## src/rtl/serdac_pkg.sv

```systemverilog
package serdac_pkg;
  // pin positions inside the synchronized vector
  localparam int unsigned PIN_SEL   = 0;
  localparam int unsigned PIN_SCK   = 1;
  localparam int unsigned PIN_SDI   = 2;
  localparam int unsigned PIN_LOAD  = 3;
  localparam int unsigned PIN_CLEAR = 4;
  localparam int unsigned N_PINS    = 5;
  // idle levels: select, clock, load and clear high; data low
  localparam logic [N_PINS-1:0] PIN_IDLE = 5'b11011;

  function automatic logic frame_complete(input int unsigned got, input int unsigned want);
    return got == want;
  endfunction

  function automatic logic room_left(input int unsigned got, input int unsigned want);
    return got < want;
  endfunction
endpackage

```

## src/rtl/serdac_sync.sv

```systemverilog
module serdac_sync #(
  parameter int unsigned W      = 5,
  parameter int unsigned STAGES = 2,
  parameter logic [W-1:0] RST_VAL = '0
) (
  input  logic         clk,
  input  logic         rst_n,
  input  logic [W-1:0] d_i,
  output logic [W-1:0] lvl_o,
  output logic [W-1:0] rise_o,
  output logic [W-1:0] fall_o
);
  // STAGES synchronizing flops plus one history flop for edge detection
  logic [STAGES:0][W-1:0] stg_q;

  always_ff @(posedge clk or negedge rst_n) begin
    if (!rst_n) stg_q <= {(STAGES+1){RST_VAL}};
    else        stg_q <= {stg_q[STAGES-1:0], d_i};
  end

  assign lvl_o  = stg_q[STAGES-1];
  assign rise_o =  stg_q[STAGES-1] & ~stg_q[STAGES];
  assign fall_o = ~stg_q[STAGES-1] &  stg_q[STAGES];
endmodule

```

## src/rtl/serdac_shifter.sv

```systemverilog
module serdac_shifter
  import serdac_pkg::*;
#(
  parameter int unsigned DATA_W = 16,
  localparam int unsigned CW    = $clog2(DATA_W + 1)
) (
  input  logic              clk,
  input  logic              rst_n,
  input  logic              sel_fall,
  input  logic              sel_rise,
  input  logic              sck_fall,
  input  logic              sdi_lvl,
  output logic              frame_ok,
  output logic [DATA_W-1:0] word_o,
  output logic [CW-1:0]     bit_cnt
);
  logic              open_q;
  logic [CW-1:0]     cnt_q;
  logic [DATA_W-1:0] shf_q;

  function automatic logic [DATA_W-1:0] push_bit(input logic [DATA_W-1:0] w, input logic b);
    return {w[DATA_W-2:0], b};
  endfunction

  always_ff @(posedge clk or negedge rst_n) begin
    if (!rst_n) begin
      open_q <= 1'b0;
      cnt_q  <= '0;
      shf_q  <= '0;
    end else if (sel_fall) begin
      open_q <= 1'b1;
      cnt_q  <= '0;
    end else if (sel_rise) begin
      open_q <= 1'b0;
    end else if (open_q && sck_fall && room_left(32'(cnt_q), DATA_W)) begin
      shf_q <= push_bit(shf_q, sdi_lvl);
      cnt_q <= cnt_q + 1'b1;
    end
  end

  assign frame_ok = sel_rise && open_q && frame_complete(32'(cnt_q), DATA_W);
  assign word_o   = shf_q;
  assign bit_cnt  = cnt_q;
endmodule

```

## src/rtl/serdac_regs.sv

```systemverilog
module serdac_regs #(
  parameter int unsigned DATA_W = 16,
  parameter logic [DATA_W-1:0] CLEAR_CODE = '0
) (
  input  logic              clk,
  input  logic              rst_n,
  input  logic              frame_ok,
  input  logic [DATA_W-1:0] word_i,
  input  logic              load_lvl,
  input  logic              load_fall,
  input  logic              clear_lvl,
  output logic [DATA_W-1:0] in_word,
  output logic [DATA_W-1:0] dac_code
);
  logic [DATA_W-1:0] in_q, dac_q;

  always_ff @(posedge clk or negedge rst_n) begin
    if (!rst_n)        in_q <= '0;
    else if (frame_ok) in_q <= word_i;
  end

  // clear dominates; a frame closing with load low beats a coincident load edge
  always_ff @(posedge clk or negedge rst_n) begin
    if (!rst_n)                     dac_q <= CLEAR_CODE;
    else if (!clear_lvl)            dac_q <= CLEAR_CODE;
    else if (frame_ok && !load_lvl) dac_q <= word_i;
    else if (load_fall)             dac_q <= in_q;
  end

  assign in_word  = in_q;
  assign dac_code = dac_q;
endmodule

```

## src/rtl/serdac_frontend.sv

```systemverilog
module serdac_frontend
  import serdac_pkg::*;
#(
  parameter int unsigned DATA_W      = 16,
  parameter int unsigned SYNC_STAGES = 2,
  parameter logic [DATA_W-1:0] CLEAR_CODE = '0
) (
  input  logic              clk,
  input  logic              rst_n,
  input  logic              sel_n_i,
  input  logic              sck_i,
  input  logic              sdi_i,
  input  logic              load_n_i,
  input  logic              clear_n_i,
  output logic [DATA_W-1:0] dac_code_o
);
  localparam int unsigned CW = $clog2(DATA_W + 1);

  logic [N_PINS-1:0] pins, lvl, rise, fall;
  logic sel_rise, sel_fall, sck_fall, sdi_lvl, load_lvl, load_fall, clear_lvl;
  logic              frame_ok;
  logic [DATA_W-1:0] shift_word, in_word, dac_code;
  logic [CW-1:0]     bit_cnt;

  assign pins[PIN_SEL]   = sel_n_i;
  assign pins[PIN_SCK]   = sck_i;
  assign pins[PIN_SDI]   = sdi_i;
  assign pins[PIN_LOAD]  = load_n_i;
  assign pins[PIN_CLEAR] = clear_n_i;

  serdac_sync #(.W(N_PINS), .STAGES(SYNC_STAGES), .RST_VAL(PIN_IDLE)) u_sync (
    .clk(clk), .rst_n(rst_n), .d_i(pins), .lvl_o(lvl), .rise_o(rise), .fall_o(fall)
  );

  assign sel_rise  = rise[PIN_SEL];
  assign sel_fall  = fall[PIN_SEL];
  assign sck_fall  = fall[PIN_SCK];
  assign sdi_lvl   = lvl[PIN_SDI];
  assign load_lvl  = lvl[PIN_LOAD];
  assign load_fall = fall[PIN_LOAD];
  assign clear_lvl = lvl[PIN_CLEAR];

  serdac_shifter #(.DATA_W(DATA_W)) u_shift (
    .clk(clk), .rst_n(rst_n), .sel_fall(sel_fall), .sel_rise(sel_rise),
    .sck_fall(sck_fall), .sdi_lvl(sdi_lvl), .frame_ok(frame_ok),
    .word_o(shift_word), .bit_cnt(bit_cnt)
  );

  serdac_regs #(.DATA_W(DATA_W), .CLEAR_CODE(CLEAR_CODE)) u_regs (
    .clk(clk), .rst_n(rst_n), .frame_ok(frame_ok), .word_i(shift_word),
    .load_lvl(load_lvl), .load_fall(load_fall), .clear_lvl(clear_lvl),
    .in_word(in_word), .dac_code(dac_code)
  );

  assign dac_code_o = dac_code;
endmodule

```

## config.mk

```make
export PLATFORM = sky130hd
export DESIGN_NAME = serdac_frontend
export DESIGN_NICKNAME = d
export VERILOG_FILES = /design/src/rtl/serdac_pkg.sv /design/src/rtl/serdac_sync.sv /design/src/rtl/serdac_shifter.sv /design/src/rtl/serdac_regs.sv /design/src/rtl/serdac_frontend.sv
export SDC_FILE = /design/constraint.sdc
export NUM_CORES = 1
export LEC_CHECK = 0
export BUFFER_PORTS_ARGS = -buffer_cell sky130_fd_sc_hd__buf_4
export CAP_MARGIN = 40
export CELL_PAD_IN_SITES_DETAIL_PLACEMENT = 0
export CELL_PAD_IN_SITES_GLOBAL_PLACEMENT = 1
export CORE_ASPECT_RATIO = 1.5
export CORE_MARGIN = 2
export CORE_UTILIZATION = 25
export DETAILED_ROUTE_END_ITERATION = 12
export PLACE_DENSITY = 0.46
export SYNTH_ARGS = -nofsm -noshare
export SYNTH_HDL_FRONTEND = slang
export SYNTH_HIERARCHICAL = 1
export SYNTH_SLANG_ARGS = --single-unit
```

## constraint.sdc

```tcl
create_clock -name clk -period 4.59 [get_ports clk]
set_clock_uncertainty 0.2 [all_clocks]
set_input_delay 0.6885 -clock clk [delete_from_list [all_inputs] [get_ports clk]]
set_output_delay 0.6885 -clock clk [all_outputs]
set_load 0.1 [all_outputs]
```

Yosys cells after proc, flatten, opt, wreduce, memory -nomap -nowiden
Index checks and enable logic that the tools add are counted.
- output and inout bits: 16
- word-level logic and storage cells: 37
- input bits: 7
- bits in registers: 68
- order comparisons: 1
- bitwise gates (word level): 6
- muxes and demuxes: 8
- $add $sub $neg: 1
- equality and inequality tests: 3
- reductions and logical operators: 10
- operators with widths (operator ; count):
    two-way mux 16 bit ; 3
    two-way mux 5 bit ; 3
    adder 5 x 1 -> 5 bit (second input constant) ; 1
    equality test 5 bit (second input constant) ; 1
    logical AND 1 bit ; 5
    less-than comparator 5 bit (second input constant) ; 1
    bitwise AND 4 bit ; 1
    NOT 4 bit ; 1
    nonzero test 2 bit ; 2
    inequality test 3 x 2 -> 1 bit (second input constant) ; 1
    NOT 1 bit ; 3
    AND reduction 3 bit ; 1
    two-way mux 1 bit ; 2
    inequality test 2 x 1 -> 1 bit (second input constant) ; 1
    AND reduction 2 bit ; 1
    bitwise AND 1 bit ; 1
    logical NOT 1 bit ; 1

Logic depth before layout (Yosys ltp)
- depth after elaboration: 7
- gate-level depth with buffers: 8
- gate-level depth less buffers: 6

Hierarchy
The synthesis kept the hierarchy.
- modules (own cells, without submodules) (module ; instances ; sequential area each (um^2) ; cells each ; area an instance (um^2)):
    serdac_regs ; 1 ; 800.8 ; 108 ; 1537.7
    serdac_shifter ; 1 ; 550.5 ; 67 ; 938.4
    serdac_sync ; 1 ; 390.4 ; 30 ; 515.5

Least setup slack after synthesis
Ideal clock, no wire load.
- path kind: register -> register
- from: reg u_sync.stg_q, in the netlist u_sync/lvl_o[0]
- to: reg u_regs.in_q[10] (netlist: u_regs/in_word[10])
- period minus slack after synthesis: 2.352 ns
- path buffers: 1
- data required time: 4.265 ns
- cell stages (with the launch flop): 6
- path slack: 2.238 ns
- arrival: 2.028 ns
- setup time: 0.125 ns
- path through: dfstp_2 > and2b_2 > nand2_1 > nor4_1 > buf_4 > mux2_2
- word-level cells in the longest chain between the ends: 3
- RTL lines (element ; RTL line ; text):
    start, declared ; serdac_sync.sv:14 ; logic [STAGES:0][W-1:0] stg_q;
    start signal, assigned ; serdac_sync.sv:17 ; if (!rst_n) stg_q <= {(STAGES+1){RST_VAL}};
    start signal, assigned ; serdac_sync.sv:18 ; else stg_q <= {stg_q[STAGES-1:0], d_i};
    bitwise AND 1 bit ; serdac_sync.sv:22 ; assign rise_o = stg_q[STAGES-1] & ~stg_q[STAGES];
    via rise[0] ; serdac_frontend.sv:19 ; logic [N_PINS-1:0] pins, lvl, rise, fall;
    logical AND 1 bit (2 in series) ; serdac_shifter.sv:41 ; assign frame_ok = sel_rise && open_q && frame_complete(32'(cnt_q), DATA_W);
    via frame_ok ; serdac_frontend.sv:21 ; logic frame_ok;
    end signal, assigned ; serdac_regs.sv:19 ; else if (frame_ok) in_q <= word_i;
    end, declared ; serdac_regs.sv:15 ; logic [DATA_W-1:0] in_q, dac_q;
The timed path passes the listed nets, and every way through them passes these cells.
A chain may end at the register's enable or synchronous reset.

Final worst setup path
- from: reg u_sync/stg_q[10] in the netlist's numbering
- to: reg u_shift.shf_q[14] (netlist: u_shift/word_o[14])
- word-level cells in the longest chain between the ends: 4
- elaborated cells between the ends (all ways): 6
- classes of those cells: 5 x bitwise; 1 x reduce/logical
- RTL lines (element ; RTL line ; text):
    NOT 1 bit ; serdac_sync.sv:22 ;
    bitwise AND 1 bit ; serdac_sync.sv:22 ;
    via rise[0] ; serdac_frontend.sv:19 ;
    NOT 1 bit (no line) ; -- ;
    AND reduction 3 bit (no line) ; -- ;
    end signal, assigned ; serdac_shifter.sv:36 ; shf_q <= push_bit(shf_q, sdi_lvl);
    end, declared ; serdac_shifter.sv:19 ; logic [DATA_W-1:0] shf_q;
The timed path passes the listed nets, and every way through them passes these cells.

==> flow_summary.json <==
{
  "status": "finished clean",
  "setup_viol": 0,
  "cp_slowest_cell": "and2b_1",
  "port_buffers": 22,
  "finalMaxSlewViolations": 0,
  "cts_buffer_depth": 2,
  "reg2reg_slack_ns": 2.07,
  "nets": 224,
  "grt_pass1_vias": 1622,
  "rr_startpoint": "u_sync/stg_q[10]",
  "dieArea_um2": 12400,
  "cp_max_fo": 16,
  "post_cts_buffers": 0,
  "required_ns": 4.60,
  "min_path_type": "register to register",
  "place_hpwl_um": 3270,
  "fp-row-count": 48,
  "holdPathEnd": "u_sync/lvl_o[4]",
  "core-area_um2": 11400,
  "syn_avg_cell_area_um2": 14.7,
  "finalWirelength_um": 5370,
  "critPathMaxStageDelay_ns": 0.57,
  "numCtsBuffers": 9,
  "hp-start": "u_sync/stg_q[4]",
  "relSlewSlack": 0.429,
  "r2r_end": "u_shift/word_o[14]",
  "cts_hold_buf": 1,
  "start_kind": "register",
  "drt_pre_antenna_iters": 4,
  "path_clk_slew_ns": 0.05,
  "fin_tns_setup_ns": 0,
  "fmax_ghz": 0.396,
  "critPathKind": "register to register",
  "drtAntennaViolNets": 0,
  "crit_arrival_ns": 2.53,
  "path_buf_inv": 1,
  "layout_setup_ws_ns": 2.07,
  "power_density_nw_per_um2": 398,
  "antenna_found_initial": 0,
  "ff2ff_path_depth": 5,
  "holdPathStages": 0,
  "vias": 1550,
  "die-width_um": 91.5,
  "diodes": 0,
  "cts_resized": 0,
  "yosysWarningCount": 6,
  "grt_pass1_wl_um": 8820,
  "cap_violations": 0,
  "cts_sinks": 67,
  "io-pin-count": 23,
  "period_minus_slack_ns": 2.52,
  "critPathTopFamily": "simple AND/OR/NAND/NOR gates",
  "syn_inst": 195,
  "min_period_over_period": 0.550,
  "insertion_delay_ns": 0.32,
  "netlist_area_um2": 2870,
  "rsz0062_at_grt": "false",
  "grt_overflow": 0,
  "leakagePower_nw": 1.53,
  "hold_violations": 0,
  "htree_levels": 3,
  "tightest_slew_ns": 0.856,
  "dp_slack_ns": 2.03,
  "fill_cells": 1150,
  "grtUsageTotal": 0.0963,
  "layout-drive-gt1-share": 0.450,
  "initial_core_util": 0.253,
  "globalplace.congestion": 0.650,
  "dieHeight_um": 135,
  "syn-num-nets": 204,
  "peakVddDrop_uv": 146,
  "path_cells": "and2b_2 -> nor4bb_1 -> buf_4 -> and2b_1 -> mux2_2",
  "endpoint_kind": "register",
  "area_growth_pct": 18.5,
  "cts_tree": "yes",
  "wl_per_cell_um": 14.5,
  "cts_root_buffer": "clkbuf_16",
  "drc_errors": 0,
  "via_per_inst": 4.19,
  "grt_max_degree": 58,
  "drtIter0Drc": 57
}
-- how the worst max path moves through the flow --
| stage | startpoint | endpoint | slack [ns] | depth (start not counted) |
|---|---|---|---|---|
| after floorplan | u_sync/lvl_o[0] | u_regs/in_word[10] | 2.25 | 5 |
| after global placement | u_sync/stg_q[10] | u_shift/word_o[8] | 2.06 | 5 |
| after detailed placement | u_sync/stg_q[10] | u_shift/word_o[9] | 2.03 | 5 |
| after CTS | u_sync/stg_q[10] | u_shift/word_o[3] | 2.04 | 5 |
| after global routing | u_sync/stg_q[10] | u_shift/word_o[3] | 1.91 | 5 |
| final | u_sync/stg_q[10] | u_shift/word_o[14] | 2.07 | 5 |
-- layout make-up --
| cell class | count | area (um2) | area share |
|---|---|---|---|
| Sequential cell | 67 | 1690 | 0.497 |
| Multi-Input combinational cell | 107 | 1020 | 0.300 |
| Clock buffer | 14 | 264 | 0.0775 |
| Timing Repair Buffer | 26 | 218 | 0.0639 |
| Tap cell | 150 | 188 | 0.0551 |
| Inverter | 4 | 15.0 | 0.00441 |
| Clock inverter | 2 | 10.0 | 0.00294 |
-- routing by layer --
metal	track usage	share of wire
met5	0	0
met4	0.0631	0.028
met3	0.0273	0.020
met2	0.155	0.51
met1	0.111	0.44
-- worst reg2reg max path, stage by stage, from the launching register on --
cell	delay, ns
dfstp_2	0.52
and2b_2	0.22
nor4bb_1	0.29
buf_4	0.20
and2b_1	0.57
mux2_2	0.41
-- state kept, by name, indices dropped and copies added, names as in the netlist --
register         cells
u_regs/dac_code     16
u_shift/word_o      16
u_regs/in_word      16
u_sync/stg_q         8
u_shift/open_q       1
u_shift/bit_cnt      5
u_sync/lvl_o         5
-- power by group --
group / total (W) / internal (W) / switching (W)
registers: 0.000660 / 0.000628 / 0.0000323
clock network: 0.000624 / 0.000393 / 0.000231
logic: 0.0000712 / 0.0000370 / 0.0000343
-- placed cells by master, fill, tap and decap left out, types with 3 or more instances in the layout --
master     count
clkbuf_1       3
buf_4         24
inv_1          4
dfrtp_1       56
a211oi_2      10
clkbuf_16      9
nor3b_1       16
dfstp_2       11
nor2_1         5
a211oi_1       6
mux2_2        33
and2b_2        4
mux2i_1       17
-- metrics by stage --
stage               utilization  hold slack (ns)  cell area, um2  cells  power (W)
finish                    0.300            0.155            3400    370    0.00136
global route              0.300            0.160            3400    370    0.00142
CTS                       0.300            0.158            3400    370    0.00139
detailed placement        0.275            0.147            3120    353   0.000745
global placement          0.272            0.146            3090    352   0.000740
floorplan                     -            0.131            2870    195   0.000712
Note: power is estimated with default switching activity, not from simulation.
